`src/rtl/cd_pkg.sv`:
```
package cd_pkg;

    localparam int CELL_LEN  = 53;
    localparam int HDR_LEN   = 4;
    localparam int HEC_POS   = HDR_LEN;
    localparam logic [7:0]  HEC_COSET = 8'h55;
    localparam logic [7:0]  HEC_POLY  = 8'h07;
    localparam logic [31:0] IDLE_HDR  = 32'h0000_0001;

    typedef enum logic [1:0] {
        ST_HUNT = 2'd0,
        ST_PRE  = 2'd1,
        ST_SYNC = 2'd2
    } dl_state_e;

    typedef struct packed {
        logic       vld;
        logic       sop;
        logic [7:0] data;
    } fwd_beat_t;

    function automatic logic [7:0] hec_calc(input logic [31:0] hdr);
        logic [7:0] crc;
        logic       fb;
        crc = 8'h00;
        for (int i = 31; i >= 0; i--) begin
            fb  = crc[7] ^ hdr[i];
            crc = {crc[6:0], 1'b0} ^ (fb ? HEC_POLY : 8'h00);
        end
        return crc ^ HEC_COSET;
    endfunction

endpackage

```
`src/rtl/cd_hec_check.sv`:
```
module cd_hec_check
    import cd_pkg::*;
(
    input  logic [31:0] hdr,
    input  logic [7:0]  hec_byte,
    output logic        match,
    output logic        idle
);
    always_comb begin
        match = (hec_calc(hdr) == hec_byte);
        idle  = match && (hdr == IDLE_HDR);
    end
endmodule

```
`src/rtl/cd_lane.sv`:
```
module cd_lane
    import cd_pkg::*;
#(
    parameter int SYNC_CNT = 6,
    parameter int LOSS_CNT = 7,
    localparam int CNT_MAX = (SYNC_CNT > LOSS_CNT) ? SYNC_CNT : LOSS_CNT,
    localparam int CNT_W   = $clog2(CNT_MAX + 1),
    localparam int POS_W   = $clog2(CELL_LEN)
)(
    input  logic       clk,
    input  logic       rst,
    input  logic       en,
    input  logic [7:0] byte_in,
    output fwd_beat_t  beat,
    output logic       locked
);
    logic [HDR_LEN-1:0][7:0] hist;
    logic [POS_W-1:0]        pos, pos_n;
    logic [CNT_W-1:0]        cnt, cnt_n;
    dl_state_e               state, state_n;
    logic                    fwd_q, fwd_n;
    logic                    take;
    logic                    match, idle;
    logic                    at_hec;

    cd_hec_check u_hec (
        .hdr      ({hist[3], hist[2], hist[1], hist[0]}),
        .hec_byte (byte_in),
        .match    (match),
        .idle     (idle)
    );

    assign at_hec = (state != ST_HUNT) && (pos == POS_W'(HEC_POS));

    always_comb begin
        state_n = state;
        cnt_n   = cnt;
        fwd_n   = fwd_q;
        take    = 1'b0;
        pos_n   = (pos == POS_W'(CELL_LEN - 1)) ? '0 : pos + 1'b1;
        case (state)
            ST_HUNT: begin
                fwd_n = 1'b0;
                if (match) begin
                    pos_n = POS_W'(HEC_POS + 1);
                    if (SYNC_CNT <= 1) begin
                        state_n = ST_SYNC;
                        cnt_n   = '0;
                    end else begin
                        state_n = ST_PRE;
                        cnt_n   = CNT_W'(1);
                    end
                end
            end
            ST_PRE: begin
                if (at_hec) begin
                    if (match) begin
                        if (int'(cnt) + 1 >= SYNC_CNT) begin
                            state_n = ST_SYNC;
                            cnt_n   = '0;
                        end else begin
                            cnt_n = CNT_W'(int'(cnt) + 1);
                        end
                    end else begin
                        state_n = ST_HUNT;
                        cnt_n   = '0;
                    end
                    fwd_n = 1'b0;
                end
            end
            ST_SYNC: begin
                if (at_hec) begin
                    if (match) begin
                        cnt_n = '0;
                        take  = !idle;
                    end else if (int'(cnt) + 1 >= LOSS_CNT) begin
                        state_n = ST_HUNT;
                        cnt_n   = '0;
                    end else begin
                        cnt_n = CNT_W'(int'(cnt) + 1);
                    end
                    fwd_n = take;
                end
            end
            default: begin
                state_n = ST_HUNT;
                cnt_n   = '0;
                fwd_n   = 1'b0;
            end
        endcase
    end

    always_ff @(posedge clk) begin
        if (rst) begin
            hist  <= '0;
            pos   <= '0;
            cnt   <= '0;
            state <= ST_HUNT;
            fwd_q <= 1'b0;
        end else if (en) begin
            hist  <= {hist[2:0], byte_in};
            pos   <= pos_n;
            cnt   <= cnt_n;
            state <= state_n;
            fwd_q <= fwd_n;
        end
    end

    always_comb begin
        beat.data = hist[3];
        beat.sop  = en && at_hec && take;
        beat.vld  = en && (at_hec ? take : fwd_q);
    end

    assign locked = (state == ST_SYNC);

endmodule

```
`src/rtl/cell_delin.sv`:
```
module cell_delin
    import cd_pkg::*;
#(
    parameter int NUM_TRIB = 4,
    parameter int SYNC_CNT = 6,
    parameter int LOSS_CNT = 7,
    localparam int TAG_W   = (NUM_TRIB > 1) ? $clog2(NUM_TRIB) : 1
)(
    input  logic                clk,
    input  logic                rst,
    input  logic                in_valid,
    input  logic [7:0]          in_byte,
    input  logic [TAG_W-1:0]    in_trib,
    output logic                out_valid,
    output logic [7:0]          out_byte,
    output logic                out_sop,
    output logic [TAG_W-1:0]    out_trib,
    output logic [NUM_TRIB-1:0] sync_stat
);
    fwd_beat_t beats [NUM_TRIB];
    fwd_beat_t sel;

    for (genvar g = 0; g < NUM_TRIB; g++) begin : g_lane
        logic lane_en;
        assign lane_en = in_valid && (in_trib == TAG_W'(g));
        cd_lane #(
            .SYNC_CNT (SYNC_CNT),
            .LOSS_CNT (LOSS_CNT)
        ) u_lane (
            .clk     (clk),
            .rst     (rst),
            .en      (lane_en),
            .byte_in (in_byte),
            .beat    (beats[g]),
            .locked  (sync_stat[g])
        );
    end

    always_comb begin
        sel = '0;
        for (int i = 0; i < NUM_TRIB; i++) begin
            if (in_trib == TAG_W'(i)) sel = beats[i];
        end
    end

    always_ff @(posedge clk) begin
        if (rst) begin
            out_valid <= 1'b0;
            out_sop   <= 1'b0;
            out_byte  <= '0;
            out_trib  <= '0;
        end else begin
            out_valid <= in_valid && sel.vld;
            out_sop   <= in_valid && sel.sop;
            out_byte  <= sel.data;
            out_trib  <= in_trib;
        end
    end

endmodule

```
`config.mk`:
```
export PLATFORM = sky130hd
export DESIGN_NAME = cell_delin
export DESIGN_NICKNAME = d
export VERILOG_FILES = /design/src/rtl/cd_pkg.sv /design/src/rtl/cd_hec_check.sv /design/src/rtl/cd_lane.sv /design/src/rtl/cell_delin.sv
export SDC_FILE = /design/constraint.sdc
export NUM_CORES = 1
export LEC_CHECK = 0
export CAP_MARGIN = 10
export CORE_MARGIN = 2
export CORE_UTILIZATION = 57
export CTS_CLUSTER_SIZE = 8
export DETAILED_ROUTE_END_ITERATION = 8
export HOLD_SLACK_MARGIN = 0.15
export PLACE_DENSITY = 0.79
export SLEW_MARGIN = 20
export SYNTH_ARGS = -nofsm -noshare
export SYNTH_HDL_FRONTEND = slang
export SYNTH_SLANG_ARGS = --single-unit
```
`constraint.sdc`:
```
create_clock -name clk -period 4.2 [get_ports clk]
set_clock_uncertainty 0.2 [all_clocks]
set_input_delay 1.26 -clock clk [delete_from_list [all_inputs] [get_ports clk]]
set_output_delay 1.26 -clock clk [all_outputs]
set_load 0.03 [all_outputs]
```
==> reports/results.tsv <==
stage	metric	value	unit
hold_path	Hold Crit Class	reg2reg	
routing	Vias/cell	5.78	
sta	Rel. slew slack	53.9	%
worst_setup_path	Critical-path top delay cell	xnor3_1	
global_routing	largest net degree at the start of global routing	89	
logic_synthesis	yosys warns	0	
routing	Starting DRT DRC Count	852	
routing	final wirelength	31600	µm
global_routing	vias in the first global route	9928	
placement	Place WS	-0.423	ns
logic_synthesis	post-synthesis adder-cell area fraction	3.22	%
placement	GPL Wtd Cong	0.934	
global_routing	grt total ovfl	0	
worst_setup_path	worst path bufs/invs	0	
worst_setup_path	Top Family by Delay on Critical Path	XOR/XNOR gates	
die	Die ar.	22900	µm²
sta	fin crit period	4.04	ns
clock_tree	Worst-path clk slew	0.08	ns
logic_synthesis	Mapped Area	12400	µm²
power_and_ir_drop	Final Total Pwr	4070	µW
outcome	status	finished clean	
routing	Met3 Wirelength	1960	µm
sta	Slew @ Worst Pin	0.692	ns
routing	Pre-antenna DRT Iters	6	
clock_tree	TritonCTS buffer count	17	
cells_and_area	area delta synth->final	14.9	%
logic_synthesis	top post-synthesis cells by area	dfxtp_1 30%, xnor2_1 12%, xnor3_1 11%	
routing	wire length on met2	15100	µm
cells_and_area	fill cell count	1639	
sta	PnR worst setup slack	0.159	ns
worst_setup_path	Startpoint Class	flop	
worst_setup_path	critical path arrival	4.19	ns
logic_synthesis	synthesis-stage register bit count	188	
die	Die Y	151	µm
routing	DR vias	10400	
sta	final hold violation count	0	
cells_and_area	commonest cells after routing, fill and taps aside	308 x nand2_1, 186 x dfxtp_1, 174 x a21oi_1	
global_routing	global-route wire length before repair	50700	µm
clock_tree	TritonCTS Sinks	188	
clock_tree	Clock Path Buffers	2	
worst_setup_path	CP Cell Sequence	xnor3_1 -> xnor2_1 -> xor2_2 -> xnor3_1 -> or3_1 -> a22oi_1 -> o211ai_1 -> or2_1 -> mux2i_1 -> or3_1 -> o32ai_1	
sta	period utilisation layout	96.2	%
routing	Routed WL per cell	17.5	µm
worst_setup_path	crit-path max FO	5	
logic_synthesis	FFs w/ async S/R, synth	0	%
die	Die X	151	µm
routing	wl on met1	13300	µm
power_and_ir_drop	Leak Pwr	0.00548	µW
cells_and_area	most common cell after layout, fill and taps aside	nand2_1	
power_and_ir_drop	PwrDens	286	nW/µm²
cells_and_area	multi-input logic area	8230	µm²
cells_and_area	layout cells sized above 1	11.7	%
routing	Antenna Nets Post-Route	0	
logic_synthesis	Simple-Gate Fraction of Synth Area	20.0	%
die	core region area	21200	µm²
logic_synthesis	Post-Syn Instances	1455	
routing	# DRC	0	
clock_tree	CTS H-Tree Depth	4	
global_routing	all-layer global routing usage	28.3	%
logic_synthesis	dominant combinational cell family by area after synthesis	XOR/XNOR gates	
logic_synthesis	synthesized area per cell	8.50	µm²
logic_synthesis	Main synth FF type	dfxtp_1	
worst_setup_path	CP Class	reg2reg	
sta	Post-Route Setup TNS	0	ns
logic_synthesis	multiplexer share of the synthesized area	2.63	%
logic_synthesis	XOR/XNOR Fraction of Synth Area	27.6	%
die	Site Rows	53	
die	# IOs	29	
logic_synthesis	Net Count, Synth	1499	
worst_setup_path	Crit path largest cell delay	0.51	ns
sta	fin. max-slew vios	0	
worst_setup_path	critical path endpoint category	flop	
clock_tree	worst skew pair latency	0.45	ns
global_routing	antenna violations before repair	1	
placement	post-DP HPWL	22400	µm
cells_and_area	nets	1561	
clock_tree	CTS root buffer	clkbuf_16	
logic_synthesis	Post-synth EDFFs	0	
logic_synthesis	compound-cell area share of the yosys netlist	11.9	%
sta	final setup violating endpoints	0	
placement	port buffer count	28	
logic_synthesis	count of cell types in the netlist	63	
cells_and_area	Layout Utilization	67.1	%
power_and_ir_drop	maximum VDD drop	0.255	mV
logic_synthesis	area share of the largest cell type after synthesis	30.4	%
sta	Peak Freq	247	MHz
run	max capacitance violation total	0	
routing	Top Metal Used	met4	
logic_synthesis	leading area contributor after synthesis	dfxtp_1	
clock_tree	TritonCTS clock tree	done	
cells_and_area	FF+latch area	3770	µm²
die	Starting Density	58.4	%
worst_setup_path	CP Data Required Time	4.35	ns
logic_synthesis	sequential share of the synthesized area	30.4	%
## registers in the layout, indices dropped and copies added, names as in the netlist
register             cells
g_lane.u_lane.beat      32
g_lane.u_lane.pos       24
out_sop                  1
out_byte                 8
g_lane.u_lane.hist      96
g_lane.u_lane.cnt       12
g_lane.u_lane.fwd_q      4
g_lane.u_lane.state      8
out_trib                 2
out_valid                1
## synth_stat cells, types with 3 or more instances
cell,instances
nand2_1,308
dfxtp_1,188
a21oi_1,174
xnor2_1,163
clkbuf_1,60
xnor3_1,59
nor2_1,53
inv_1,49
o21ai_0,48
xor2_1,43
ha_1,31
nand3_1,25
nor2b_1,25
nor3_1,24
nor4_1,21
nand2b_1,16
buf_1,14
mux2i_1,13
or3_1,12
xor3_1,11
nand3b_1,9
and3_1,8
nand4_1,8
mux4_2,7
or4_1,7
a211oi_1,5
a31oi_1,5
a21o_1,4
a22o_1,4
and4b_1,4
buf_4,4
or2_2,4
a22oi_1,3
and2_1,3
nor3b_1,3
nor4b_1,3
o211ai_1,3
o22ai_1,3
## tightest hold or removal path, cell delays in order, from the launching register on
cell and delay (ns):
dfxtp_1 0.33, nand2_1 0.06, a21oi_1 0.05
## where the power goes
part / internal [µW] / leakage [µW] / switching [µW]
clock network: 974 / 0.000314 / 814
registers: 1800 / 0.00152 / 24.9
logic: 208 / 0.00364 / 246
## per-stage QoR
stage	cells	hold slack [ns]	instance area [µm²]
CTS	1804	0.268	14100
global route	1805	0.314	14200
global placement	1771	0.244	13400
floorplan	1455	0.233	12400
detailed placement	1771	0.249	13400
finish	1806	0.278	14200
## metal layers
| metal | GRT usage, % | vias to the layer above |
|---|---|---|
| met5 | 0 | - |
| met4 | 12.1 | 0 |
| met3 | 5.00 | 79 |
| met2 | 46.7 | 353 |
| met1 | 36.7 | 4966 |
| li1 | - | 5038 |
## timing repair
| action | CTS | global route |
|---|---|---|
| setup buffers | 1 | 1 |
| setup endpoints to repair | 4 | 24 |
| resized for setup | 2 | 31 |
| hold buffers | 0 | 0 |
| pin swaps | 2 | 8 |
| endpoints found under the hold margin | 0 | 0 |
## kinds of logic (layout without fill, tap and decap cells)
| kind of cell | Yosys count | count (layout) |
|---|---|---|
| simple gates | 540 | 540 |
| xor+xnor | 277 | 277 |
| compound gates | 266 | 266 |
| flops | 188 | 188 |
| buf+inv | 130 | 205 |
| fa+ha+maj | 32 | 32 |
| mux | 22 | 22 |
| other cells | 0 | 1 |
## layout make-up
cell class / count / area share [%]
inverters: 49 / 1.30
flip-flops and latches: 188 / 26.5
diodes: 1 / 0.0176
repair buffers: 124 / 7.25
clock inverters: 15 / 1.56
multi-input cells: 1137 / 57.9
well taps: 275 / 2.42
clock buffers: 17 / 3.00
## worst paths after layout
path | start | end | slack (ns) | cells after the start
min | g_lane[0].u_lane.fwd_q$_SDFFE_PP0P_ | g_lane[0].u_lane.fwd_q$_SDFFE_PP0P_ | 0.28 | 2
max | g_lane[0].u_lane.hist[20]$_SDFFE_PP0P_ | g_lane[0].u_lane.cnt[1]$_SDFFE_PP0P_ | 0.16 | 11
min reg2reg | g_lane[0].u_lane.fwd_q$_SDFFE_PP0P_ | g_lane[0].u_lane.fwd_q$_SDFFE_PP0P_ | 0.28 | 2
max reg2reg | g_lane[0].u_lane.hist[20]$_SDFFE_PP0P_ | g_lane[0].u_lane.cnt[1]$_SDFFE_PP0P_ | 0.16 | 11
No activity file was read; power rests on OpenSTA's default activity.
